## src/rtl/uart_pkg.sv

```systemverilog
package uart_pkg;
  typedef enum logic [1:0] {
    MODE_NORMAL = 2'd0,
    MODE_ECHO   = 2'd1,
    MODE_LOCAL  = 2'd2,
    MODE_REMOTE = 2'd3
  } lineMode_e;

  typedef enum logic [2:0] {
    PH_IDLE, PH_START, PH_DATA, PH_PAR, PH_STOP
  } phase_e;

  typedef struct packed {
    logic txPush;
    logic rxPop;
    logic ovrClr;
  } strobe_t;

  typedef struct packed {
    logic [1:0] charLen;
    logic [1:0] parity;
    logic [4:0] stopExtra;
    lineMode_e  mode;
  } frameCfg_t;

  typedef struct packed {
    logic       rxAvail;
    logic       txSpace;
    logic       headPe;
    logic       headFe;
    logic       overrun;
    logic       txIdle;
    logic [7:0] rxData;
  } lineStat_t;
endpackage

```

## src/rtl/uart_fifo.sv

```systemverilog
module uart_fifo #(
  parameter int W     = 8,
  parameter int DEPTH = 4
) (
  input  logic         clk,
  input  logic         rstN,
  input  logic         push,
  input  logic [W-1:0] pushData,
  input  logic         pop,
  output logic [W-1:0] popData,
  output logic         empty,
  output logic         full
);
  localparam int PW = (DEPTH > 1) ? $clog2(DEPTH) : 1;
  localparam int CW = $clog2(DEPTH + 1);

  logic [W-1:0]  mem [DEPTH];
  logic [PW-1:0] wrPtr, rdPtr;
  logic [CW-1:0] count;
  logic          doPush, doPop;

  assign empty   = (count == '0);
  assign full    = (count == CW'(DEPTH));
  assign doPop   = pop && !empty;
  assign doPush  = push && (!full || doPop);
  assign popData = mem[rdPtr];

  function automatic logic [PW-1:0] bump(input logic [PW-1:0] p);
    return (p == PW'(DEPTH - 1)) ? '0 : p + 1'b1;
  endfunction

  always_ff @(posedge clk) begin
    if (!rstN) begin
      wrPtr <= '0;
      rdPtr <= '0;
      count <= '0;
    end else begin
      if (doPush) begin
        mem[wrPtr] <= pushData;
        wrPtr      <= bump(wrPtr);
      end
      if (doPop) rdPtr <= bump(rdPtr);
      if (doPush && !doPop) count <= count + 1'b1;
      else if (doPop && !doPush) count <= count - 1'b1;
    end
  end

  assert_no_overflow_R4: assert property (@(posedge clk) disable iff (!rstN)
    count <= CW'(DEPTH));
endmodule

```

## src/rtl/uart_datapath.sv

```systemverilog
module uart_datapath
  import uart_pkg::*;
#(
  parameter int DIV_W    = 16,
  parameter int RX_DEPTH = 4,
  parameter int TX_DEPTH = 2
) (
  input  logic             clk,
  input  logic             rstN,
  input  strobe_t          strb,
  input  frameCfg_t        cfg,
  input  logic [DIV_W-1:0] divisor,
  input  logic [7:0]       wrData,
  input  logic             rxdIn,
  input  logic             ctsIn,
  output logic             txdOut,
  output lineStat_t        stat
);
  localparam int ENTRY_W = 10;

  // baud tick
  logic [DIV_W-1:0] baudCnt;
  logic             tick;
  assign tick = (baudCnt >= divisor);
  always_ff @(posedge clk) begin
    if (!rstN) baudCnt <= '0;
    else       baudCnt <= tick ? '0 : baudCnt + 1'b1;
  end

  // frame decode
  logic [2:0] lastBit;
  logic [7:0] dataMask;
  logic       parEn, parOdd;
  logic [4:0] extraClamp;
  logic [5:0] stopTicks;
  assign lastBit    = 3'd4 + 3'(cfg.charLen);
  assign dataMask   = 8'hFF >> (2'd3 - cfg.charLen);
  assign parEn      = (cfg.parity == 2'b01) || (cfg.parity == 2'b10);
  assign parOdd     = (cfg.parity == 2'b10);
  assign extraClamp = (cfg.stopExtra > 5'd16) ? 5'd16 : cfg.stopExtra;
  assign stopTicks  = 6'd16 + {1'b0, extraClamp};

  // transmit queue and engine
  logic       txEmpty, txFull;
  logic [7:0] txHead;
  logic       txLaunch;
  phase_e     txState;
  logic [5:0] txCnt;
  logic [2:0] txBit;
  logic [7:0] txShr;
  logic       txParBit, txLine;

  assign txLaunch = tick && !txEmpty && ctsIn &&
                    ((txState == PH_IDLE) ||
                     (txState == PH_STOP && txCnt == stopTicks - 6'd1));

  uart_fifo #(.W(8), .DEPTH(TX_DEPTH)) txQueue (
    .clk(clk), .rstN(rstN), .push(strb.txPush), .pushData(wrData),
    .pop(txLaunch), .popData(txHead), .empty(txEmpty), .full(txFull));

  always_ff @(posedge clk) begin
    if (!rstN) begin
      txState  <= PH_IDLE;
      txCnt    <= '0;
      txBit    <= '0;
      txShr    <= '0;
      txParBit <= 1'b0;
    end else if (tick) begin
      if (txLaunch) begin
        txShr    <= txHead;
        txParBit <= (^(txHead & dataMask)) ^ parOdd;
        txState  <= PH_START;
        txCnt    <= '0;
      end else begin
        unique case (txState)
          PH_IDLE: ;
          PH_START: begin
            if (txCnt == 6'd15) begin
              txState <= PH_DATA;
              txCnt   <= '0;
              txBit   <= '0;
            end else txCnt <= txCnt + 1'b1;
          end
          PH_DATA: begin
            if (txCnt == 6'd15) begin
              txCnt <= '0;
              txShr <= txShr >> 1;
              if (txBit == lastBit) txState <= parEn ? PH_PAR : PH_STOP;
              else txBit <= txBit + 1'b1;
            end else txCnt <= txCnt + 1'b1;
          end
          PH_PAR: begin
            if (txCnt == 6'd15) begin
              txState <= PH_STOP;
              txCnt   <= '0;
            end else txCnt <= txCnt + 1'b1;
          end
          PH_STOP: begin
            if (txCnt >= stopTicks - 6'd1) txState <= PH_IDLE;
            else txCnt <= txCnt + 1'b1;
          end
          default: txState <= PH_IDLE;
        endcase
      end
    end
  end

  always_comb begin
    unique case (txState)
      PH_START: txLine = 1'b0;
      PH_DATA:  txLine = txShr[0];
      PH_PAR:   txLine = txParBit;
      default:  txLine = 1'b1;
    endcase
  end

  // line routing for the test modes
  logic rxSrc;
  always_comb begin
    unique case (cfg.mode)
      MODE_ECHO:   begin txdOut = rxdIn; rxSrc = rxdIn;  end
      MODE_LOCAL:  begin txdOut = 1'b1;  rxSrc = txLine; end
      MODE_REMOTE: begin txdOut = rxdIn; rxSrc = 1'b1;   end
      default:     begin txdOut = txLine; rxSrc = rxdIn; end
    endcase
  end

  // receive engine
  logic [1:0] rxSync;
  logic       rxLine, rxArmed, rxPe, rxPush;
  phase_e     rxState;
  logic [3:0] rxCnt;
  logic [2:0] rxBit;
  logic [7:0] rxShr, rxChar;
  logic       rxEmpty, rxFull, ovr;
  logic [ENTRY_W-1:0] rxHead;

  assign rxLine = rxSync[1];
  assign rxChar = rxShr >> (2'd3 - cfg.charLen);
  assign rxPush = tick && (rxState == PH_STOP) && (rxCnt == 4'd15);

  always_ff @(posedge clk) begin
    if (!rstN) begin
      rxSync  <= 2'b11;
      rxState <= PH_IDLE;
      rxArmed <= 1'b0;
      rxCnt   <= '0;
      rxBit   <= '0;
      rxShr   <= '0;
      rxPe    <= 1'b0;
    end else begin
      rxSync <= {rxSync[0], rxSrc};
      if (tick) begin
        unique case (rxState)
          PH_IDLE: begin
            if (rxLine) rxArmed <= 1'b1;
            else if (rxArmed) begin
              rxState <= PH_START;
              rxArmed <= 1'b0;
              rxCnt   <= '0;
              rxPe    <= 1'b0;
            end
          end
          PH_START: begin
            if (rxCnt == 4'd7) begin
              rxState <= rxLine ? PH_IDLE : PH_DATA;
              rxCnt   <= '0;
              rxBit   <= '0;
            end else rxCnt <= rxCnt + 1'b1;
          end
          PH_DATA: begin
            rxCnt <= rxCnt + 1'b1;
            if (rxCnt == 4'd15) begin
              rxShr <= {rxLine, rxShr[7:1]};
              if (rxBit == lastBit) rxState <= parEn ? PH_PAR : PH_STOP;
              else rxBit <= rxBit + 1'b1;
            end
          end
          PH_PAR: begin
            rxCnt <= rxCnt + 1'b1;
            if (rxCnt == 4'd15) begin
              rxPe    <= rxLine ^ (^rxChar) ^ parOdd;
              rxState <= PH_STOP;
            end
          end
          PH_STOP: begin
            rxCnt <= rxCnt + 1'b1;
            if (rxCnt == 4'd15) rxState <= PH_IDLE;
          end
          default: rxState <= PH_IDLE;
        endcase
      end
    end
  end

  uart_fifo #(.W(ENTRY_W), .DEPTH(RX_DEPTH)) rxQueue (
    .clk(clk), .rstN(rstN), .push(rxPush),
    .pushData({~rxLine, parEn & rxPe, rxChar}),
    .pop(strb.rxPop), .popData(rxHead), .empty(rxEmpty), .full(rxFull));

  always_ff @(posedge clk) begin
    if (!rstN) ovr <= 1'b0;
    else if (rxPush && rxFull && !strb.rxPop) ovr <= 1'b1;
    else if (strb.ovrClr) ovr <= 1'b0;
  end

  assign stat.rxAvail = !rxEmpty;
  assign stat.txSpace = !txFull;
  assign stat.headPe  = !rxEmpty && rxHead[8];
  assign stat.headFe  = !rxEmpty && rxHead[9];
  assign stat.overrun = ovr;
  assign stat.txIdle  = txEmpty && (txState == PH_IDLE);
  assign stat.rxData  = rxHead[7:0];

  assert_cts_hold_R7: assert property (@(posedge clk) disable iff (!rstN)
    (txState == PH_IDLE && !ctsIn) |=> (txState == PH_IDLE));
  assert_overrun_set_R5: assert property (@(posedge clk) disable iff (!rstN)
    (rxPush && rxFull && !strb.rxPop) |=> ovr);
  assert_overrun_sticky_R5: assert property (@(posedge clk) disable iff (!rstN)
    (ovr && !strb.ovrClr) |=> ovr);
endmodule

```

## src/rtl/uart_ctrl.sv

```systemverilog
module uart_ctrl
  import uart_pkg::*;
#(
  parameter int DIV_W = 16
) (
  input  logic             clk,
  input  logic             rstN,
  input  logic [2:0]       regSel,
  input  logic             wrEn,
  input  logic             rdEn,
  input  logic [7:0]       wrData,
  input  logic             ctsIn,
  input  lineStat_t        stat,
  output strobe_t          strb,
  output frameCfg_t        cfg,
  output logic [DIV_W-1:0] divisor,
  output logic [7:0]       rdData,
  output logic             irq,
  output logic             rtsOut
);
  localparam int HI_W = DIV_W - 8;

  logic mskRx, mskTx, mskErr, errAny;

  assign strb.txPush = wrEn && (regSel == 3'd0);
  assign strb.rxPop  = rdEn && (regSel == 3'd0);
  assign strb.ovrClr = wrEn && (regSel == 3'd1) && wrData[4];

  always_ff @(posedge clk) begin
    if (!rstN) begin
      cfg.charLen   <= 2'd3;
      cfg.parity    <= 2'd0;
      cfg.stopExtra <= '0;
      cfg.mode      <= MODE_NORMAL;
      rtsOut        <= 1'b0;
      mskRx         <= 1'b0;
      mskTx         <= 1'b0;
      mskErr        <= 1'b0;
      divisor       <= DIV_W'(1);
    end else if (wrEn) begin
      unique case (regSel)
        3'd2: {cfg.parity, cfg.charLen} <= wrData[3:0];
        3'd3: cfg.stopExtra <= wrData[4:0];
        3'd4: begin
          cfg.mode <= lineMode_e'(wrData[1:0]);
          rtsOut   <= wrData[2];
          mskRx    <= wrData[3];
          mskTx    <= wrData[4];
          mskErr   <= wrData[5];
        end
        3'd5: divisor[7:0] <= wrData;
        3'd6: divisor[DIV_W-1:8] <= wrData[HI_W-1:0];
        default: ;
      endcase
    end
  end

  always_comb begin
    unique case (regSel)
      3'd0: rdData = stat.rxData;
      3'd1: rdData = {1'b0, ctsIn, stat.txIdle, stat.overrun,
                      stat.headFe, stat.headPe, stat.txSpace, stat.rxAvail};
      3'd2: rdData = {4'b0, cfg.parity, cfg.charLen};
      3'd3: rdData = {3'b0, cfg.stopExtra};
      3'd4: rdData = {2'b0, mskErr, mskTx, mskRx, rtsOut, cfg.mode};
      3'd5: rdData = divisor[7:0];
      3'd6: rdData = 8'(divisor >> 8);
      default: rdData = 8'h00;
    endcase
  end

  assign errAny = stat.overrun || stat.headPe || stat.headFe;
  assign irq = (mskRx && stat.rxAvail) || (mskTx && stat.txSpace) || (mskErr && errAny);

  assert_rts_follow_R8: assert property (@(posedge clk) disable iff (!rstN)
    (wrEn && regSel == 3'd4) |=> (rtsOut == $past(wrData[2])));
  assert_irq_masked_R12: assert property (@(posedge clk) disable iff (!rstN)
    (!mskRx && !mskTx && !mskErr) |-> !irq);
endmodule

```

## src/rtl/serial_uart.sv

```systemverilog
module serial_uart
  import uart_pkg::*;
#(
  parameter int DIV_W    = 16,
  parameter int RX_DEPTH = 4,
  parameter int TX_DEPTH = 2
) (
  input  logic       clk,
  input  logic       rstN,
  input  logic [2:0] regSel,
  input  logic       wrEn,
  input  logic       rdEn,
  input  logic [7:0] wrData,
  output logic [7:0] rdData,
  output logic       irq,
  output logic       txd,
  input  logic       rxd,
  output logic       rtsOut,
  input  logic       ctsIn
);
  strobe_t          strb;
  frameCfg_t        cfg;
  lineStat_t        stat;
  logic [DIV_W-1:0] divisor;

  uart_ctrl #(.DIV_W(DIV_W)) ctrl (
    .clk(clk), .rstN(rstN), .regSel(regSel), .wrEn(wrEn), .rdEn(rdEn),
    .wrData(wrData), .ctsIn(ctsIn), .stat(stat), .strb(strb), .cfg(cfg),
    .divisor(divisor), .rdData(rdData), .irq(irq), .rtsOut(rtsOut));

  uart_datapath #(.DIV_W(DIV_W), .RX_DEPTH(RX_DEPTH), .TX_DEPTH(TX_DEPTH)) dpath (
    .clk(clk), .rstN(rstN), .strb(strb), .cfg(cfg), .divisor(divisor),
    .wrData(wrData), .rxdIn(rxd), .ctsIn(ctsIn), .txdOut(txd), .stat(stat));
endmodule

```

## config.mk

```make
export PLATFORM = sky130hd
export DESIGN_NAME = serial_uart
export DESIGN_NICKNAME = d
export VERILOG_FILES = /design/src/rtl/uart_pkg.sv /design/src/rtl/uart_fifo.sv /design/src/rtl/uart_datapath.sv /design/src/rtl/uart_ctrl.sv /design/src/rtl/serial_uart.sv
export SDC_FILE = /design/constraint.sdc
export NUM_CORES = 1
export LEC_CHECK = 0
export ABC_AREA = 1
export BUFFER_PORTS_ARGS = -buffer_cell sky130_fd_sc_hd__buf_2
export CAP_MARGIN = 20
export CELL_PAD_IN_SITES_DETAIL_PLACEMENT = 0
export CELL_PAD_IN_SITES_GLOBAL_PLACEMENT = 1
export CORE_MARGIN = 3
export CORE_UTILIZATION = 23
export CTS_CLUSTER_DIAMETER = 50
export DETAILED_ROUTE_END_ITERATION = 6
export PLACE_DENSITY_LB_ADDON = 0.1
export SLEW_MARGIN = 15
export SYNTH_ARGS = -nofsm -noshare
export SYNTH_HDL_FRONTEND = slang
export SYNTH_SLANG_ARGS = --single-unit
export TNS_END_PERCENT = 100
```

## constraint.sdc

```tcl
create_clock -name clk -period 2.75 [get_ports clk]
set_clock_uncertainty 0.1 [all_clocks]
set_input_delay 0 -clock clk [delete_from_list [all_inputs] [get_ports clk]]
set_output_delay 0 -clock clk [all_outputs]
set_load 0.01 [all_outputs]
```

==> results_dict.tcl <==
set metrics [dict create \
    outcome "finished, final reports clean" \
    ant_nets 0 \
    grt_start_max_net_pins 37 \
    synth_ff_type "dfxtp_1" \
    fin_crit_ns 2.65 \
    path_delay_family "adder cells" \
    ios 28 \
    rsz0062_at_grt "true" \
    drc 0 \
    final_cell_area_mm2 0.0104 \
    met1_usage 0.191 \
    p_per_area_mw_per_mm2 590 \
    cpPeakStageDelay_ns 0.34 \
    worstMarginPinSlew_ns 0.772 \
    cts.clk_slew.worst_paths_ns 0.07 \
    r2r_start "ctrl.cfg[6]" \
    avgViaCountPerCell 4.40 \
    wl_per_cell_um 16.1 \
    slew_headroom 0.486 \
    dieArea_mm2 0.0399 \
    final_core_util 0.283 \
    path_depth 18 \
    clk_latency_ns 0.44 \
    synth_top_area_share 0.244 \
    busiest_layer "met2" \
    syn_nets 1162 \
    start_util 0.234 \
    path_class "flop to flop" \
    cts_sinks 161 \
    clockBufferDepth 2 \
    drtPass1Iterations 5 \
    synth_area_leader_cell "dfxtp_1" \
    antenna_found_initial 0 \
    regToRegSetupSlack_ns 0.1 \
    place_congestion 0.738 \
    syn-cell-area_mm2 0.00862 \
    rr_endpoint "dpath.txQueue.count[1]" \
    dr_total_vias 7306 \
    wirelength_um 26700 \
    synth_edf_count 56 \
    layout-drive-gt1-share 0.157 \
    hpwl_um 19400 \
    first_iter_violations 393 \
    irDropWorstVdd_v 0.000367 \
    grt_overflow_total 0 \
    ys_seq_area_frac 0.439 \
    setup_viol 0 \
    worstSetupStartpointType "flop" \
    startpoint "ctrl.cfg[6]" \
    synth_cell_types 55 \
    fin_tns_setup_ns 0 \
    leakage_nw 4.31 \
    cts_inserted_buffers 17 \
    seq_area_mm2 0.00379 \
    diodes 0 \
    layout.nets 1232 \
    max_freq_ghz 0.377 \
    htree_levels 4 \
    crit_path_frequent_cell "nand2_4" \
    grt_first_pass_wirelength_um 41700 \
    die_h_um 200 \
    grt_use_met2 0.228 \
    cts_tree "done" \
    die_x_um 200 \
    slowest_stage "dfxtp_2" \
    finalCritPeriodShare 0.965 \
    synthTopCellsByArea "dfxtp_1 24%, edfxtp_1 20%, nand2_1 11%" \
    reg2reg_depth 18 \
    path_cells "inv_4, nand2_4, ha_4, xor2_1, ha_1, nand2_2, nor2_4, nand3b_4, a21oi_4, nand2_4, nand2_4, nand2_4, clkinv_4, ha_4, a21oi_2, o21ai_1, buf_4, a21oi_1" \
    worst-path-buf-inv 3 \
    multiInputGateArea_mm2 0.00427 \
    cp_max_fo 4 \
    max-cap-violations 0 \
    ys.warnings.count 0 \
    crit_end "dpath.txQueue.count[1]" \
    worstPathRequired_ns 3.02 \
    syn_inst 1108 \
    syn_area_per_cell_um2 7.78 \
    placed_area_mm2 0.00944 \
    rows 70 \
    port-buffer-count 27 \
    ys_ff_latch 161 \
    final.fill_count 4016 \
    finalHoldViolCount 0 \
    grt_pass1_vias 7079 \
    instances_no_fill 1659 \
    hold_class "input pin to flop" \
    root_buffer "clkbuf_16" \
    crit_arrival_ns 2.92 \
    slew_viol_final 0 \
    gr-usage-all-layers 0.139 \
    grt_use_met3 0.0253 \
    crit_path_end_kind "flop" \
    place_inst 1606 \
    power_mw 6.14 \
    area_growth_pct 20.7 \
    core-area_mm2 0.0368 \
    async_flop_share 0 \
]
logic make-up (layout without fill, tap and decap cells):
family,after synthesis,after routing,synth area share
fa+ha+maj,37,37,0.0546
simple gates,487,487,0.252
compound gates,219,219,0.144
buf+inv,183,266,0.0902
xor+xnor,20,20,0.0203
flops,161,161,0.439
other cells,1,1,0.000435
metrics by stage:
step | setup WS, ns | hold slack (ns)
2_1_floorplan | -0.0438 | -0.00113
3_3_place_gp | 0.0148 | 0.140
3_5_place_dp | -0.00153 | 0.148
4_1_cts | 0.0110 | 0.00150
5_1_grt | -0.0842 | 0.0569
6_report | 0.0953 | 0.0129
routing by layer:
| layer | vias up | part of all wire |
|---|---|---|
| met5 | - | 0 |
| met4 | 0 | 0.0081 |
| li1 | 3801 | - |
| met2 | 75 | 0.47 |
| met3 | 16 | 0.024 |
| met1 | 3414 | 0.50 |
tightest hold or removal path: cells and delay by family:
| family | cells | cell delay, ns |
|---|---|---|
| simple gates | 4 | 0.28 |
| compound gates | 1 | 0.07 |
| buf+inv | 1 | 0.14 |
power by group:
part / switching (mW) / internal, mW
Clock: 1.06 / 1.34
Combinational: 0.739 / 0.382
Sequential: 0.0785 / 2.53
Total: 1.88 / 4.26
layout by cell type, fill, tap and decap left out, drive strengths merged, types with 3 or more instances in the layout:
| cell | count |
|---|---|
| clkbuf | 20 |
| or2 | 6 |
| clkinvlp | 3 |
| clkinv | 7 |
| edfxtp | 56 |
| a22oi | 4 |
| nand2 | 268 |
| o22ai | 13 |
| xor2 | 17 |
| o21ai | 90 |
| o211ai | 6 |
| dlygate4sd3 | 12 |
| a221o | 4 |
| a21oi | 91 |
| nand3 | 66 |
| a221oi | 3 |
| nand3b | 7 |
| nor3b | 4 |
| buf | 71 |
| ha | 36 |
| inv | 151 |
| nor3 | 14 |
| nand4 | 16 |
| nor2 | 104 |
| xnor2 | 3 |
| dfxtp | 105 |
state kept, by name, summed over array words and instances (netlist names), 3 cells and up, named ones only:
name,flops
dpath.rxQueue.mem,40
dpath.txBit,3
dpath.txShr,8
dpath.rxCnt,4
dpath.baudCnt,16
dpath.txCnt,6
dpath.rxBit,3
dpath.rxQueue.count,3
dpath.rxState,3
ctrl.cfg,11
dpath.txQueue.mem,16
dpath.rxShr,8
ctrl.divisor,16
dpath.txState,3
cell usage after synthesis (all sizes together) (6+ instances only):
cell    count
a21oi      91
buf        20
clkbuf     12
dfxtp     105
edfxtp     56
ha         36
inv       149
nand2     268
nand3      66
nand3b      7
nand4      16
nor2      104
nor3       14
o211ai      6
o21ai      90
o22ai      13
or2         6
xor2       17
worst min path at each step:
stage,from,end,slack [ns],cells past startpoint
3_5_place_dp,wrData[6],dpath.txQueue.mem[1][6],0.15,1
5_1_grt,regSel[0],flop,0.06,6
6_report,regSel[0],dpath.rxQueue.rdPtr[1],0.01,6
4_1_cts,regSel[0],flop,0.002,6
2_1_floorplan,wrData[0],dpath.txQueue.mem[0][0],-0.001,0
3_3_place_gp,wrData[6],dpath.txQueue.mem[1][6],0.14,1
repair_timing:
| item | CTS | global route |
|---|---|---|
| buffers inserted | 2 | 7 |
| hold buffers | 12 | 0 |
| setup endpoints to repair | 1 | 22 |
| hold endpoints to repair | 51 | 0 |
| gates resized for setup | 2 | 46 |
| pin swaps | 2 | 23 |
layout make-up:
class | count | share of cell area
clock buffers | 20 | 0.0419
clock inverters | 12 | 0.0130
inverters | 151 | 0.0561
multi-input cells | 764 | 0.410
flip-flops and latches | 161 | 0.364
well taps | 468 | 0.0562
repair buffers | 83 | 0.0587
Power figures use the tool's default switching activity.
